**config.mk**
```make
export PLATFORM = sky130hd
export DESIGN_NAME = pci_req_queue
export DESIGN_NICKNAME = d
export VERILOG_FILES = /design/src/rtl/pci_req_queue.sv
export SDC_FILE = /design/constraint.sdc
export NUM_CORES = 1
export LEC_CHECK = 0
export BUFFER_PORTS_ARGS = -buffer_cell sky130_fd_sc_hd__buf_2
export CELL_PAD_IN_SITES_DETAIL_PLACEMENT = 1
export CELL_PAD_IN_SITES_GLOBAL_PLACEMENT = 2
export CORE_MARGIN = 5
export CORE_UTILIZATION = 45
export DETAILED_ROUTE_END_ITERATION = 7
export GPL_ROUTABILITY_DRIVEN = 0
export PLACE_DENSITY = 0.84
export SYNTH_ARGS = -nofsm -noshare
export SYNTH_HDL_FRONTEND = slang
export SYNTH_SLANG_ARGS = --single-unit
```
**constraint.sdc**
```tcl
create_clock -name clk -period 6.84 [get_ports clk]
set_input_delay 2.052 -clock clk [delete_from_list [all_inputs] [get_ports clk]]
set_output_delay 2.052 -clock clk [all_outputs]
set_load 0.05 [all_outputs]
```
**src/rtl/pci_req_queue.sv**
```systemverilog
module pci_req_queue #(
  parameter int ADDR_W = 32,
  parameter int CNT_W  = 8,
  parameter int BE_W   = 4,
  parameter int DEPTH  = 4
) (
  input  logic              clk,
  input  logic              rst_n,
  input  logic              bs_req,
  input  logic [ADDR_W-1:0] bs_addr,
  input  logic [BE_W-1:0]   bs_be,
  input  logic [3:0]        bs_cmd,
  output logic              bs_ack,
  output logic              bs_retry,
  output logic              bs_err,
  input  logic              dma_req,
  input  logic [ADDR_W-1:0] dma_addr,
  input  logic [CNT_W-1:0]  dma_cnt,
  input  logic [BE_W-1:0]   dma_be,
  input  logic [3:0]        dma_cmd,
  output logic              dma_ack,
  output logic              dma_retry,
  output logic              dma_err,
  output logic              out_valid,
  input  logic              out_ready,
  output logic [ADDR_W-1:0] out_addr,
  output logic [CNT_W-1:0]  out_cnt,
  output logic [BE_W-1:0]   out_be,
  output logic [3:0]        out_cmd
);
  localparam int PTR_W = (DEPTH > 1) ? $clog2(DEPTH) : 1;
  localparam int OCC_W = $clog2(DEPTH + 1);
  localparam int EW    = ADDR_W + CNT_W + BE_W + 4;
  localparam logic [15:0] BS_CMDS  = 16'h0CCF;
  localparam logic [15:0] DMA_CMDS = 16'h50C0;

  logic [EW-1:0]    mem [DEPTH];
  logic [PTR_W-1:0] wr_ptr, rd_ptr;
  logic [OCC_W-1:0] occ;

  wire full      = (occ == OCC_W'(DEPTH));
  wire bs_legal  = BS_CMDS[bs_cmd];
  wire dma_legal = DMA_CMDS[dma_cmd];
  wire bs_take   = bs_req && bs_legal;
  wire dma_take  = dma_req && dma_legal && !bs_take;

  assign bs_ack    = bs_take && !full;
  assign bs_retry  = bs_take && full;
  assign bs_err    = bs_req && !bs_legal;
  assign dma_ack   = dma_take && !full;
  assign dma_retry = dma_take && full;
  assign dma_err   = dma_req && !dma_legal;

  wire push = bs_ack || dma_ack;
  wire pop  = out_valid && out_ready;

  wire [EW-1:0] new_ent = bs_ack ? {bs_addr, CNT_W'(1), bs_be, bs_cmd}
                                 : {dma_addr, dma_cnt, dma_be, dma_cmd};

  function automatic logic [PTR_W-1:0] step(input logic [PTR_W-1:0] p);
    return (p == PTR_W'(DEPTH - 1)) ? '0 : p + 1'b1;
  endfunction

  always_ff @(posedge clk) begin
    if (push) mem[wr_ptr] <= new_ent;
  end

  always_ff @(posedge clk) begin
    if (!rst_n) begin
      wr_ptr <= '0;
      rd_ptr <= '0;
      occ    <= '0;
    end else begin
      if (push) wr_ptr <= step(wr_ptr);
      if (pop)  rd_ptr <= step(rd_ptr);
      case ({push, pop})
        2'b10:   occ <= occ + 1'b1;
        2'b01:   occ <= occ - 1'b1;
        default: occ <= occ;
      endcase
    end
  end

  assign out_valid = (occ != '0);
  assign {out_addr, out_cnt, out_be, out_cmd} = mem[rd_ptr];
endmodule


```
==> results_dict.tcl <==
set metrics [dict create \
    outcome "completed" \
    post_cts_buffers 0 \
    syn2layout_area_growth_pct 19.3 \
    dpl_cell_area_um2 9060 \
    drt_iter0_drc 224 \
    via_count 4114 \
    viasPerCell 5.27 \
    ctsResizeCount 0 \
    post_synth_fa_ha_maj_area_fraction 0.0118 \
    grt_setup_unrepaired "false" \
    hold_buffers 0 \
    clkTransAtPathRegs_ns 0.06 \
    synth_nets 476 \
    synth_area_leaders "edfxtp_1 71%, mux4_2 13%, mux2_2 4.2%, dfxtp_1 2.2%, mux2_4 1.9%" \
    wire_per_inst_um 20.3 \
    cts_made_buffers 21 \
    grt_pass1_vias 4585 \
    slowest_delay_ns 0.28 \
    crit_chain "buf_2 > nand2b_1 > a31oi_2 > or2b_1 > nor2_1 > buf_2" \
    crit_fanout 4 \
    io_buffers 147 \
    worstSkewPairLatency_ns 0.47 \
    crit_path_start_kind "input port" \
    cts_buffer_depth 3 \
    rows 49 \
    synthArstFlopShare 0 \
    p_int_mw 2.43 \
    synth_top_area_frac 0.713 \
    netlist_area_um2 8090 \
    nets 637 \
    stdcell_area_um2 9650 \
    drive_above_1_share 0.499 \
    synth_seq_cells 201 \
    relSlewSlack 0.330 \
    synth_largest_area_cell "edfxtp_1" \
    ys.flop_type "edfxtp_1" \
    coreArea_um2 17800 \
    max-vdd-ir-drop_mv 0.240 \
    cap_violations 0 \
    grt_max_degree 49 \
    boundaryPins 148 \
    maxSlewViolCount 0 \
    min_period_ns 5.30 \
    cts.sink_count 201 \
    worst-r2r-setup-slack_ns 4.15 \
    route.detailed.drc 0 \
    cp-end-kind "primary output" \
    cp_top_family "simple AND/OR/NAND/NOR gates" \
    tns_ns 0 \
    syn_avg_cell_area_um2 21.5 \
    grt_pass1_wl_um 24300 \
    hold_class "reg2reg" \
    drt_wl_total_um 15900 \
    synth_edf_count 192 \
    n_antenna_cell 0 \
    fill_cells 1629 \
    drtAntennaViolNets 0 \
    synth_mux_area_frac 0.196 \
    crit_top_cell "buf_2" \
    clockRootBuffer "clkbuf_16" \
    ys_warn_count 0 \
    start_util 0.453 \
    track_usage 0.152 \
    dr.pass1.iters 4 \
    grt.overflow.total 0 \
    timing.fmax_mhz 189 \
    tightest_slew_ns 1.00 \
    skew_ns 0.00538 \
    design.die.area_um2 20800 \
    cts.htree.levels 1 \
    synth_top_family_by_area "multiplexers" \
    cts_tree "done" \
    power_per_cell_area_nw_per_um2 380 \
    cp.arrival_ns 3.24 \
    post-route-period-util 0.774 \
    crit_buf_inv 2 \
    yosys.cell_types.count 30 \
    die_w_um 144 \
    hold_viol 0 \
    p_sw_mw 1.24 \
    critPathKind "in2out" \
    antenna_found_initial 0 \
    p_seq_frac 0.439 \
    dp_hpwl_um 10300 \
    crit_required_ns 4.79 \
    synth_cells 376 \
    switching_share 0.338 \
    synthSimpleGateAreaFrac 0.0275 \
    comb_power_share 0.293 \
    setup-violations-final 0 \
    synth_xor_area_frac 0.00217 \
    synth-compound-area-share 0.00928 \
    die_height_um 144 \
    clkPwrFrac 0.268 \
    critPathSlowestCell "a31oi_2" \
    ys_seq_area_frac 0.735 \
    leakagePower_nw 3.43 \
]
cells in the final DEF, fill, tap and decap left out:
cell,synthesis,final
edfxtp_1,192,192
and2_2,0,4
fa_1,1,1
and3b_1,1,1
dfxtp_4,0,1
nand2b_4,1,1
or2b_1,1,1
nand3_1,1,1
clkbuf_16,0,21
dfxtp_1,9,7
a21boi_0,5,5
buf_2,6,147
mux2i_1,2,2
o21ai_0,3,3
nand2_1,10,10
mux2_4,10,10
clkinv_1,0,7
xor2_1,1,1
clkinv_2,0,5
mux2_2,30,30
clkbuf_1,2,4
or3_1,3,3
ha_1,6,6
nor2_1,6,6
dfxtp_2,0,1
buf_4,3,6
nand2b_1,2,2
inv_1,10,10
a31oi_2,1,1
a21oi_1,2,2
xnor2_1,1,1
nand4b_1,1,1
mux4_2,48,48
and2_1,14,10
power groups by stage:
stage	clock network, mW	registers, mW	logic, mW
detailed placement	0	1.64	1.09
floorplan	0	1.56	0.917
global route	1.07	1.63	1.14
finish	0.981	1.61	1.08
global placement	0	1.63	1.08
CTS	1.01	1.62	1.10
final cells by class:
type,instances,area [um2],share of cell area
inverters,10,37.5,0.00389
well taps,229,287,0.0297
repair buffers,153,781,0.0809
clock inverters,12,51.3,0.00532
clock buffers,25,541,0.0560
multi-input cells,150,2000,0.208
flip-flops and latches,201,5950,0.617
final timing paths:
kind	startpoint	endpoint	cells after the start
worst max-delay path	bs_cmd[1]	dma_ack	6
worst min-delay path	rd_ptr[1]	flip-flop	2
worst max register to register	occ[0]	mem[1][34]	5
worst min register to register	rd_ptr[1]	flip-flop	2
state kept, by name (all words and copies together) (netlist names), named ones only:
name	count
occ	3
wr_ptr	2
mem	192
rd_ptr	2
per-stage QoR:
| stage | cells | hold WS, ns | power (mW) | worst slack [ns] | util |
|---|---|---|---|---|---|
| after floorplan | 376 | 0.467 | 2.47 | 1.45 | - |
| after global placement | 743 | 0.474 | 2.71 | 1.58 | 0.508 |
| after detailed placement | 743 | 0.502 | 2.73 | 1.53 | 0.508 |
| after CTS | 780 | 0.514 | 3.73 | 1.53 | 0.541 |
| after global routing | 780 | 0.541 | 3.84 | 1.43 | 0.541 |
| final | 780 | 0.507 | 3.67 | 1.54 | 0.541 |
routing by layer:
| metal | routed length, um | vias to the layer above | GRT usage |
|---|---|---|---|
| li1 | - | 1851 | - |
| met1 | 6350 | 2129 | 0.193 |
| met2 | 8260 | 112 | 0.269 |
| met3 | 927 | 22 | 0.0284 |
| met4 | 323 | 0 | 0.0401 |
| met5 | 0 | - | 0 |
kinds of logic (layout without fill, tap and decap cells):
family / count (synthesis) / in the layout
AOI/OAI and AO/OA: 11 / 11
xor gates and xnor gates: 2 / 2
adders and majority gates: 7 / 7
buffers and inverters: 25 / 200
DFF: 201 / 201
muxes: 90 / 90
and+or+nand+nor: 40 / 40
synth_stat cells, drive strengths merged (2+ instances only):
| master | number |
|---|---|
| ha | 6 |
| a21oi | 2 |
| nor2 | 6 |
| nand2b | 3 |
| a21boi | 5 |
| edfxtp | 192 |
| or3 | 3 |
| buf | 13 |
| o21ai | 3 |
| mux4 | 48 |
| mux2 | 40 |
| nand2 | 10 |
| and2 | 14 |
| mux2i | 2 |
| inv | 10 |
| clkbuf | 2 |
| dfxtp | 9 |
tightest hold or removal path, cell delays in order, from the launching register on:
cell and delay [ns]:
dfxtp_1 0.31, nand2_1 0.05, a21boi_0 0.10
Note: power is estimated with default switching activity, not from simulation.
